$ cat config.mk
export PLATFORM = sky130hd
export DESIGN_NAME = mc_ctrl_fsm
export DESIGN_NICKNAME = d
export VERILOG_FILES = /design/src/rtl/mc_ctrl_pkg.sv /design/src/rtl/mc_op_decode.sv /design/src/rtl/mc_next_state.sv /design/src/rtl/mc_ctrl_encode.sv /design/src/rtl/mc_ctrl_fsm.sv
export SDC_FILE = /design/constraint.sdc
export NUM_CORES = 1
export LEC_CHECK = 0
export ABC_AREA = 1
export BUFFER_PORTS_ARGS = -buffer_cell sky130_fd_sc_hd__buf_4
export CAP_MARGIN = 20
export CORE_ASPECT_RATIO = 1.75
export CORE_MARGIN = 3
export CORE_UTILIZATION = 53
export DETAILED_ROUTE_END_ITERATION = 16
export PLACE_DENSITY = 0.84
export SKIP_CTS_REPAIR_TIMING = 1
export SYNTH_ARGS = -nofsm -noshare
export SYNTH_HDL_FRONTEND = slang
export SYNTH_HIERARCHICAL = 1
export SYNTH_SLANG_ARGS = --single-unit
$ cat constraint.sdc
create_clock -name clk -period 3.3 [get_ports clk]
set_input_delay 0.165 -clock clk [delete_from_list [all_inputs] [get_ports clk]]
set_output_delay 0.165 -clock clk [all_outputs]
set_load 0.01 [all_outputs]
$ cat src/rtl/mc_ctrl_pkg.sv
package mc_ctrl_pkg;

    localparam int OP_W    = 6;
    localparam int SELB_W  = 3;
    localparam int AOP_W   = 2;
    localparam int PSRC_W  = 2;
    localparam int STATE_W = 4;

    localparam logic [OP_W-1:0] OPC_RTYPE = 6'b000000;
    localparam logic [OP_W-1:0] OPC_JUMP  = 6'b000010;
    localparam logic [OP_W-1:0] OPC_BEQ   = 6'b000100;
    localparam logic [OP_W-1:0] OPC_DBNZ  = 6'b010101;
    localparam logic [OP_W-1:0] OPC_LOAD  = 6'b100011;
    localparam logic [OP_W-1:0] OPC_STORE = 6'b101011;

    localparam logic [SELB_W-1:0] SELB_REG  = 3'b000;
    localparam logic [SELB_W-1:0] SELB_FOUR = 3'b001;
    localparam logic [SELB_W-1:0] SELB_IMM  = 3'b010;
    localparam logic [SELB_W-1:0] SELB_BOFS = 3'b011;
    localparam logic [SELB_W-1:0] SELB_ONE  = 3'b100;

    localparam logic [AOP_W-1:0] AOP_ADD   = 2'b00;
    localparam logic [AOP_W-1:0] AOP_SUB   = 2'b01;
    localparam logic [AOP_W-1:0] AOP_FUNCT = 2'b10;

    localparam logic [PSRC_W-1:0] PSRC_ALU  = 2'b00;
    localparam logic [PSRC_W-1:0] PSRC_TGT  = 2'b01;
    localparam logic [PSRC_W-1:0] PSRC_JUMP = 2'b10;

    typedef enum logic [STATE_W-1:0] {
        ST_FETCH     = 4'd0,
        ST_DECODE    = 4'd1,
        ST_MEM_ADDR  = 4'd2,
        ST_MEM_READ  = 4'd3,
        ST_MEM_WB    = 4'd4,
        ST_MEM_WRITE = 4'd5,
        ST_R_EXEC    = 4'd6,
        ST_R_WB      = 4'd7,
        ST_BR_DONE   = 4'd8,
        ST_JMP_DONE  = 4'd9,
        ST_DBNZ_DONE = 4'd10
    } state_t;

    typedef enum logic [2:0] {
        CL_RTYPE,
        CL_LOAD,
        CL_STORE,
        CL_BEQ,
        CL_JUMP,
        CL_DBNZ,
        CL_BAD
    } op_class_t;

    typedef struct packed {
        logic              mem_rd;
        logic              mem_wr;
        logic              iord;
        logic              ir_wr;
        logic              sel_a;
        logic [SELB_W-1:0] sel_b;
        logic [AOP_W-1:0]  aop;
        logic [PSRC_W-1:0] psrc;
        logic              pc_wr;
        logic              pc_wr_cond;
        logic              pc_wr_nz;
        logic              tgt_wr;
        logic              reg_dst;
        logic              mem_to_reg;
        logic              reg_wr;
    } ctrl_t;

    localparam ctrl_t CTRL_IDLE = '0;

    function automatic ctrl_t ctrl_of(input state_t st);
        ctrl_t c;
        c = CTRL_IDLE;
        unique case (st)
            ST_FETCH: begin
                c.mem_rd = 1'b1;
                c.ir_wr  = 1'b1;
                c.sel_b  = SELB_FOUR;
                c.aop    = AOP_ADD;
                c.psrc   = PSRC_ALU;
                c.pc_wr  = 1'b1;
            end
            ST_DECODE: begin
                c.sel_b  = SELB_BOFS;
                c.aop    = AOP_ADD;
                c.tgt_wr = 1'b1;
            end
            ST_MEM_ADDR: begin
                c.sel_a = 1'b1;
                c.sel_b = SELB_IMM;
                c.aop   = AOP_ADD;
            end
            ST_MEM_READ: begin
                c.mem_rd = 1'b1;
                c.iord   = 1'b1;
            end
            ST_MEM_WB: begin
                c.reg_wr     = 1'b1;
                c.mem_to_reg = 1'b1;
            end
            ST_MEM_WRITE: begin
                c.mem_wr = 1'b1;
                c.iord   = 1'b1;
            end
            ST_R_EXEC: begin
                c.sel_a = 1'b1;
                c.sel_b = SELB_REG;
                c.aop   = AOP_FUNCT;
            end
            ST_R_WB: begin
                c.reg_wr  = 1'b1;
                c.reg_dst = 1'b1;
            end
            ST_BR_DONE: begin
                c.sel_a      = 1'b1;
                c.sel_b      = SELB_REG;
                c.aop        = AOP_SUB;
                c.pc_wr_cond = 1'b1;
                c.psrc       = PSRC_TGT;
            end
            ST_JMP_DONE: begin
                c.pc_wr = 1'b1;
                c.psrc  = PSRC_JUMP;
            end
            ST_DBNZ_DONE: begin
                c.sel_a    = 1'b1;
                c.sel_b    = SELB_ONE;
                c.aop      = AOP_SUB;
                c.reg_wr   = 1'b1;
                c.reg_dst  = 1'b0;
                c.pc_wr_nz = 1'b1;
                c.psrc     = PSRC_TGT;
            end
            default: c = CTRL_IDLE;
        endcase
        return c;
    endfunction

endpackage

$ cat src/rtl/mc_op_decode.sv
module mc_op_decode
    import mc_ctrl_pkg::*;
(
    input  logic [OP_W-1:0] opcode,
    output op_class_t       op_class
);

    always_comb begin
        unique case (opcode)
            OPC_RTYPE: op_class = CL_RTYPE;
            OPC_LOAD:  op_class = CL_LOAD;
            OPC_STORE: op_class = CL_STORE;
            OPC_BEQ:   op_class = CL_BEQ;
            OPC_JUMP:  op_class = CL_JUMP;
            OPC_DBNZ:  op_class = CL_DBNZ;
            default:   op_class = CL_BAD;
        endcase
    end

endmodule

$ cat src/rtl/mc_next_state.sv
module mc_next_state
    import mc_ctrl_pkg::*;
(
    input  state_t    state_q,
    input  op_class_t live_class,
    input  op_class_t held_class,
    output state_t    state_d
);

    always_comb begin
        unique case (state_q)
            ST_FETCH:  state_d = ST_DECODE;
            ST_DECODE: begin
                unique case (live_class)
                    CL_RTYPE: state_d = ST_R_EXEC;
                    CL_LOAD:  state_d = ST_MEM_ADDR;
                    CL_STORE: state_d = ST_MEM_ADDR;
                    CL_BEQ:   state_d = ST_BR_DONE;
                    CL_JUMP:  state_d = ST_JMP_DONE;
                    CL_DBNZ:  state_d = ST_DBNZ_DONE;
                    default:  state_d = ST_FETCH;
                endcase
            end
            ST_MEM_ADDR: state_d = (held_class == CL_STORE) ? ST_MEM_WRITE : ST_MEM_READ;
            ST_MEM_READ: state_d = ST_MEM_WB;
            ST_R_EXEC:   state_d = ST_R_WB;
            default:     state_d = ST_FETCH;
        endcase
    end

endmodule

$ cat src/rtl/mc_ctrl_encode.sv
module mc_ctrl_encode
    import mc_ctrl_pkg::*;
(
    input  state_t st,
    output ctrl_t  ctrl
);

    always_comb ctrl = ctrl_of(st);

endmodule

$ cat src/rtl/mc_ctrl_fsm.sv
module mc_ctrl_fsm
    import mc_ctrl_pkg::*;
(
    input  logic              clk,
    input  logic              rst_n,
    input  logic [OP_W-1:0]   opcode,
    input  logic              alu_zero,
    output logic              mem_rd,
    output logic              mem_wr,
    output logic              iord,
    output logic              ir_wr,
    output logic              alu_sel_a,
    output logic [SELB_W-1:0] alu_sel_b,
    output logic [AOP_W-1:0]  alu_op,
    output logic [PSRC_W-1:0] pc_src,
    output logic              pc_wr,
    output logic              pc_wr_cond,
    output logic              pc_wr_nz,
    output logic              tgt_wr,
    output logic              reg_dst,
    output logic              mem_to_reg,
    output logic              reg_wr,
    output logic              pc_load
);

    state_t    state_q;
    state_t    state_d;
    op_class_t live_class;
    op_class_t held_class;
    ctrl_t     ctrl_d;
    ctrl_t     ctrl_q;

    mc_op_decode u_dec (
        .opcode   (opcode),
        .op_class (live_class)
    );

    mc_next_state u_nxt (
        .state_q    (state_q),
        .live_class (live_class),
        .held_class (held_class),
        .state_d    (state_d)
    );

    mc_ctrl_encode u_enc (
        .st   (state_d),
        .ctrl (ctrl_d)
    );

    // state register, registered Moore outputs and class latched at decode
    always_ff @(posedge clk or negedge rst_n) begin
        if (!rst_n) begin
            state_q    <= ST_FETCH;
            ctrl_q     <= ctrl_of(ST_FETCH);
            held_class <= CL_BAD;
        end else begin
            state_q <= state_d;
            ctrl_q  <= ctrl_d;
            if (state_q == ST_DECODE) held_class <= live_class;
        end
    end

    always_comb begin
        mem_rd     = ctrl_q.mem_rd;
        mem_wr     = ctrl_q.mem_wr;
        iord       = ctrl_q.iord;
        ir_wr      = ctrl_q.ir_wr;
        alu_sel_a  = ctrl_q.sel_a;
        alu_sel_b  = ctrl_q.sel_b;
        alu_op     = ctrl_q.aop;
        pc_src     = ctrl_q.psrc;
        pc_wr      = ctrl_q.pc_wr;
        pc_wr_cond = ctrl_q.pc_wr_cond;
        pc_wr_nz   = ctrl_q.pc_wr_nz;
        tgt_wr     = ctrl_q.tgt_wr;
        reg_dst    = ctrl_q.reg_dst;
        mem_to_reg = ctrl_q.mem_to_reg;
        reg_wr     = ctrl_q.reg_wr;
        pc_load    = ctrl_q.pc_wr | (ctrl_q.pc_wr_cond & alu_zero)
                   | (ctrl_q.pc_wr_nz & ~alu_zero);
    end


    pc_excl_chk: assert property (@(posedge clk) disable iff (!rst_n)
        $countones({pc_wr, pc_wr_cond, pc_wr_nz}) <= 1);


    fetch_then_decode_chk: assert property (@(posedge clk) disable iff (!rst_n)
        ir_wr |=> (tgt_wr && !alu_sel_a && alu_sel_b == SELB_BOFS));


    done_then_fetch_chk: assert property (@(posedge clk) disable iff (!rst_n)
        (pc_wr_cond || pc_wr_nz || (pc_wr && !ir_wr)) |=> (ir_wr && mem_rd && pc_wr));


    dbnz_write_rt_chk: assert property (@(posedge clk) disable iff (!rst_n)
        pc_wr_nz |-> (reg_wr && !reg_dst && !mem_to_reg && alu_sel_b == SELB_ONE));


    bad_op_fetch_chk: assert property (@(posedge clk) disable iff (!rst_n)
        (tgt_wr && live_class == CL_BAD) |=> ir_wr);


    reg_wr_gap_chk: assert property (@(posedge clk) disable iff (!rst_n)
        reg_wr |=> !reg_wr);


    mem_wr_gap_chk: assert property (@(posedge clk) disable iff (!rst_n)
        mem_wr |=> !mem_wr);


    ir_wr_gap_chk: assert property (@(posedge clk) disable iff (!rst_n)
        ir_wr |=> !ir_wr);


    tgt_wr_gap_chk: assert property (@(posedge clk) disable iff (!rst_n)
        tgt_wr |=> !tgt_wr);

endmodule

* Word level (Yosys, flattened, before mapping)
Cells that the tools add are included. Widths: inputs -> output; s select.
Word-level totals: register bits 26, bits in latches 0, bits in writable memories 0, bits in read-only memories 0, bits of input ports 9, output and inout bits 20, word-level logic and storage cells 76, memories 0
Operators by class: add/subtract/negate cells 0, multipliers 0, divide/modulo/power cells 0, magnitude comparators 0, equal/unequal tests 25, shift operators 0, muxes and demuxes 18, bitwise gates (word level) 5, reductions and logical operators 11
Operators with widths (number):
- $pmux 4 s5 | 2
- $pmux 5 s6 | 1
- $eq 4x3->1 const B | 5
- $pmux 3 s6 | 1
- $eq 4x2->1 const B | 4
- $eq 4x4->1 const B | 3
- $eq 6x6->1 const B | 2
- $mux 1 | 12
- $reduce_or 2->1 | 5
- $eq 3x2->1 const B | 3
- $eq 4x1->1 const B | 2
- $logic_not 4->1 | 2
- $eq 3x3->1 const B | 2
- $eq 6x2->1 const B | 1
- $eq 6x3->1 const B | 1
- $eq 6x5->1 const B | 1
- $logic_not 6->1 | 1
- $pmux 2 s2 | 1
- $reduce_or 4->1 | 1
- $eq 3x1->1 const B | 1
- $logic_not 3->1 | 1
- $mux 3 | 1
- $reduce_or 3->1 | 1
- $and 1x1->1 | 2
- 2 further kinds | 3

* Logic depth before layout (Yosys ltp)
Gate-level depths: netlist of the first run.
depth after elaboration 9, depth in mapped cells 17, depth with buffers taken out 16

* By module
Netlist of the first run, hierarchy kept.
By module, submodules not included:
- mc_ctrl_fsm | times used 1, cells each 42, area each 732.0 µm², sequential area each 658.1 µm²
- mc_next_state | times used 1, cells each 42, area each 187.7 µm², sequential area each 0.0 µm²
- mc_ctrl_encode | times used 1, cells each 43, area each 182.7 µm², sequential area each 0.0 µm²
- mc_op_decode | times used 1, cells each 31, area each 133.9 µm², sequential area each 0.0 µm²

* Worst setup path before layout of the first run
OpenSTA, ideal clock, no wires.
kind input -> register, start point input opcode[0], end point register ctrl_q, in the netlist reg_wr, setup time 0.126 ns, data arrival time 1.277 ns, data required time 3.174 ns, path slack 1.897 ns, cell stages on the path 13, buffers on the path 1, cell sequence nor2_1 nand3_1 nand2_1 o21ai_2 inv_1 nand2_1 nor2_1 nand2_1 a21oi_2 buf_6 nor2_2 nand2_1 nand3_1
RTL lines:
- from (decl) | line mc_ctrl_fsm.sv:6 | input logic [OP_W-1:0] opcode,
- to (signal assigned) | line mc_ctrl_fsm.sv:54 | ctrl_q <= ctrl_of(ST_FETCH);
- to (signal assigned) | line mc_ctrl_fsm.sv:58 | ctrl_q <= ctrl_d;
- to (decl) | line mc_ctrl_fsm.sv:31 | ctrl_t ctrl_q;

==> flow_summary.toml, run 1 <==
[setup_path]
cp_common_cell = "nand2_1"
critPathRequiredTime_ps = 3550
crit_chain = "inv_1 > nand2_1 > nor2_2 > nor2_1 > a21oi_2 > nand2_1 > inv_1 > nand2_1 > o21ai_1"
worstSetupPathType = "reg -> reg"
r2r_cells = 9
crit_path_end_kind = "flop"
cp.depth = 9
crit_fanout = 9
r2r-start = "state_q[0]$_DFF_PN0_"
arrival_ps = 1910
startpoint_type = "flop"
max_stage_delay_ps = 440
critPathTopFamily = "simple AND/OR/NAND/NOR gates"
path_buf_inv = 2
crit_start = "state_q[0]$_DFF_PN0_"
r2r_slack_ps = 1640
crit_end = "iord$_DFF_PN0_"
timing.rr.end = "iord$_DFF_PN0_"
crit_slowest_cell = "dfrtp_1"

[synth]
synth_edf_count = 0
syn_area_per_cell_um2 = 7.82
ys_warn_count = 6
synthArstFlopShare = 1.00
netlist_area_um2 = 1240
ys_top_cells_by_count = "38 x nand2_1, 30 x inv_1, 25 x nor2_1"
synth_cells = 158
synth_top_area_frac = 0.405
synth.area.top_cells = "dfrtp_1 40%, dfstp_2 13%, nand2_1 12%"
synth-seq-cells = 26
yosysMostFrequentCell = "nand2_1"
yosysUniqueCellTypes = 17
synth_top_area_cell = "dfrtp_1"
synth_ff_type = "dfrtp_1"
synth_seq_area_share = 0.532
synth.net_count = 167

[sta]
rsz0062_at_grt = "no"
maxSlewViolCount = 0
slew_headroom = 0.698
setup_viol = 0
max_freq_mhz = 604
min_period_ps = 1660
skew_ps = 4.86
setup_ws_ps = 1640
fin_crit_sh = 0.502
tns_ps = 0
tightest_slew_ps = 453
hold_viol = 0

[clock_tree]
cts_root_buffer = "clkbuf_4"
cts-htree-levels = 1
cts_tree = "yes"
clkLatencyLatePin_ps = 320
clockBufferDepth = 2
cts_made_buffers = 3
clk_pin_slew_ps = 130
clock_sinks = 26

[worst_hold_path]
hold_path_class = "in -> async"

[layout]
largest_reg_flops = 4
syn_to_final_growth_pct = 22.3
fin_cells = 214
nets = 200
largest-register = "state_q"
drive_above_1_share = 0.295
antenna_cells = 0

[route]
first_pass_iters = 4
drc_errors = 0
routed_wl_um = 2510
vias_per_cell = 5.05
drtIter0Drc = 25
drtAntennaViolNets = 0
wl_per_cell_um = 11.7
via_count = 1080

[placement]
dp.final_hpwl_um = 2070
placed_cells = 209
pre_cts_ws_ps = 1380
place.gp.congestion = 0.837
portBuffers = 28

[power]
p_leak_nw = 0.889
p_per_area_nw_per_um2 = 709
peakVddDrop_mv = 0.327

[run]
cap_violations = 0

[global_routing]
gr-usage-met1 = 0.189
overflow = 0
met2_usage = 0.360
first_global_vias = 1134
grt_pass1_wl_um = 4550
grt_max_degree = 27
busiest_layer = "met2"
grtUsageMet3 = 0.0438
grt_usage = 0.198
antenna_found_initial = 0

[floorplanning]
top_level_ports = 29
initial_utilization = 0.576
num_rows = 22
core_um2 = 2150
die_x_um = 42.5
dieArea_um2 = 2970
die_y_um = 69.9

[run_status]
status = "finished, final reports clean"
==> worst register-to-register path: stages (launching register included) <==
cell and delay (ps):
dfrtp_1 440, inv_1 90, nand2_1 70, nor2_2 150, nor2_1 70, a21oi_2 360
nand2_1 120, inv_1 120, nand2_1 80, o21ai_1 80
==> report_power, final <==
| part | total [mW] | switching, mW | internal (mW) |
|---|---|---|---|
| Sequential | 0.466 | 0.0393 | 0.427 |
| Clock | 0.153 | 0.0859 | 0.0675 |
| Combinational | 0.453 | 0.280 | 0.173 |
| Total | 1.07 | 0.405 | 0.667 |
==> per-layer routing <==
metal  routed length (um)  share of wire
met1                  842           0.34
met2                 1420           0.56
met3                  146          0.058
met4                  102          0.041
met5                    0              0
==> cells by family (layout without fill, tap and decap cells) <==
logic type             after synthesis  in the layout  synth area share
buffers and inverters               35             67             0.112
flip-flops                          26             26             0.532
AO/OA/AOI/OAI                       10             10            0.0496
AND/OR/NAND/NOR                     87             87             0.306
==> layout by cell type (no fill, tap or decap) <==
master	count
nand2_1	38
inv_1	30
buf_4	28
nor2_1	25
dfrtp_1	20
nand3_1	12
nor2_2	6
dfstp_2	6
nand2_2	4
inv_2	4
clkbuf_4	3
o21ai_1	3
a21oi_1	2
o21ai_0	2
a21oi_2	2
clkbuf_8	1
dlygate4sd3_1	1
nand3b_1	1
o21ai_2	1
nor2_4	1
==> cell type report <==
class	count	area, um2
Fill cell	186	636
Clock buffer	4	36.3
Tap cell	24	30.0
Inverter	34	128
Sequential cell	26	658
Multi-Input combinational cell	97	439
Timing Repair Buffer	29	220
==> metrics by stage <==
step / hold WS [ps] / power (mW) / utilization / instance area, um2
detailed placement: 79.9 / 0.925 / 0.682 / 1470
finish: 270 / 1.07 / 0.704 / 1510
global route: 275 / 1.16 / 0.704 / 1510
global placement: 69.7 / 0.901 / 0.682 / 1470
floorplan: -131 / 0.765 / - / 1240
CTS: -277 / 1.08 / 0.699 / 1500
==> how the worst min path moves through the flow <==
stage,from,to,slack (ps)
4_1_cts,rst_n,reg_wr$_DFF_PN0_,-280
5_1_grt,rst_n,mem_to_reg$_DFF_PN0_,270
3_3_place_gp,rst_n,alu_sel_b[2]$_DFF_PN0_,70
2_1_floorplan,rst_n,alu_op[0]$_DFF_PN0_,-130
6_report,rst_n,mem_to_reg$_DFF_PN0_,270
3_5_place_dp,rst_n,alu_sel_b[2]$_DFF_PN0_,80
No activity file was read; power rests on OpenSTA's default activity.
==> run 2: changes to the inputs <==
- CORE_UTILIZATION: 53 -> 52
- PLACE_DENSITY: 0.84 -> 0.83
- clock period: 3.3 -> 1.75 ns (I/O delays scaled with it)
==> run 2 against run 1 <==
Against the previous run: critical path depth stayed put; clock power grew to 2.6 times the previous value; combinational power grew 90%; design area increased by 1.6%; via count decreased by 0.74%; register-to-register slack worse by 1500 ps; worst setup slack worse by 1500 ps.
==> flow_summary.toml, run 2 (same netlist as run 1, synthesis figures left out) <==
[route]
first_pass_iters = 4
drtIter0Drc = 46
drtAntennaViolNets = 0
routed_wl_um = 2560
wl_per_cell_um = 11.9
via_count = 1072
vias_per_cell = 4.99
drc_errors = 0

[floorplanning]
num_rows = 22
die_x_um = 42.9
dieArea_um2 = 3020
core_um2 = 2170
initial_utilization = 0.568
die_y_um = 70.5
top_level_ports = 29

[clock_tree]
cts-htree-levels = 1
clock_sinks = 26
cts_made_buffers = 3
clkLatencyLatePin_ps = 320
cts_tree = "yes"
clk_pin_slew_ps = 130
cts_root_buffer = "clkbuf_4"
clockBufferDepth = 2

[layout]
final_common_cell = "nand2_1"
syn_to_final_growth_pct = 24.2
nets = 201
antenna_cells = 0
drive_above_1_share = 0.298
largest_reg_flops = 4
mostFrequentLayoutCells = "38 x nand2_1, 30 x inv_1, 29 x buf_4"
largest-register = "state_q"

[setup_path]
crit_slowest_cell = "dfrtp_1"
arrival_ps = 1820
path_buf_inv = 2
max_stage_delay_ps = 450
worstSetupPathType = "reg -> reg"
crit_fanout = 7
crit_path_end_kind = "flop"
critPathTopFamily = "simple AND/OR/NAND/NOR gates"
critPathRequiredTime_ps = 1960
crit_chain = "inv_1 > nand2_1 > nor2_2 > nor2_1 > a21oi_2 > buf_4 > nor2_2 > nand2_1 > nand3_1"
startpoint_type = "flop"

[global_routing]
grtUsageMet3 = 0.0387
met2_usage = 0.375
antenna_found_initial = 0
grt_usage = 0.194
grt_max_degree = 27
grt_pass1_wl_um = 4500
overflow = 0
gr-usage-met1 = 0.163
busiest_layer = "met2"
first_global_vias = 1162

[sta]
fin_hold_ws_ps = 189
tns_ps = 0
min_period_ps = 1600
tightest_slew_ps = 307
rsz0062_at_grt = "no"
fin_crit_sh = 0.917
setup_viol = 0
maxSlewViolCount = 0
max_freq_mhz = 623
skew_ps = 4.65
hold_viol = 0
slew_headroom = 0.795

[worst_hold_path]
hold_path_class = "in -> async"

[placement]
place.gp.congestion = 0.896
portBuffers = 28
dp.final_hpwl_um = 2020

[run_status]
status = "finished, final reports clean"

[power]
p_leak_nw = 0.901
p_per_area_nw_per_um2 = 1390
peakVddDrop_mv = 0.952

[run]
cap_violations = 0
==> run 2: changes by cell type in the layout (fill, tap and decap cells not counted), sizes merged <==
cell | previous run | this run
buf | 28 | 29
bufinv | 0 | 1
clkbuf | 4 | 3
==> run 2: layout make-up <==
| cell class | instances | area, um2 |
|---|---|---|
| Sequential cell | 26 | 658 |
| Fill cell | 184 | 639 |
| Multi-Input combinational cell | 97 | 439 |
| Timing Repair Buffer | 30 | 228 |
| Inverter | 34 | 128 |
| Clock inverter | 1 | 30.0 |
| Tap cell | 24 | 30.0 |
| Clock buffer | 3 | 22.5 |
==> run 2: routing by layer <==
| layer | vias to the layer above | part of all wire |
|---|---|---|
| met5 | - | 0 |
| met4 | 0 | 0.027 |
| met3 | 8 | 0.059 |
| met2 | 37 | 0.57 |
| met1 | 497 | 0.35 |
| li1 | 530 | - |
==> run 2: final timing paths <==
path | end | slack (ps) | from | cells after the start
max | reg_wr$_DFF_PN0_ | 150 | state_q[0]$_DFF_PN0_ | 9
min | alu_sel_a$_DFF_PN0_ | 190 | rst_n | 2
max reg2reg | reg_wr$_DFF_PN0_ | 150 | state_q[0]$_DFF_PN0_ | 9
min reg2reg | held_class[1]$_DFFE_PN1N_ | 470 | held_class[1]$_DFFE_PN1N_ | 2
max in group asynchronous | held_class[1]$_DFFE_PN1N_ | 1280 | rst_n | 2
min in group clk | held_class[1]$_DFFE_PN1N_ | 270 | opcode[2] | 8
==> run 2: power breakdown <==
part / switching [mW] / internal (mW)
combinational: 0.514 / 0.345
sequential: 0.0767 / 0.804
clock: 0.169 / 0.232
==> run 2: through the flow <==
stage	power, mW	utilization	area [um2]	worst slack [ps]	cells
5_1_grt	2.29	0.706	1540	73.1	215
3_3_place_gp	1.72	0.677	1470	86.1	210
6_report	2.14	0.706	1540	146	215
4_1_cts	2.15	0.701	1530	185	214
3_5_place_dp	1.75	0.677	1470	14.5	210
2_1_floorplan	1.44	-	1240	424	158
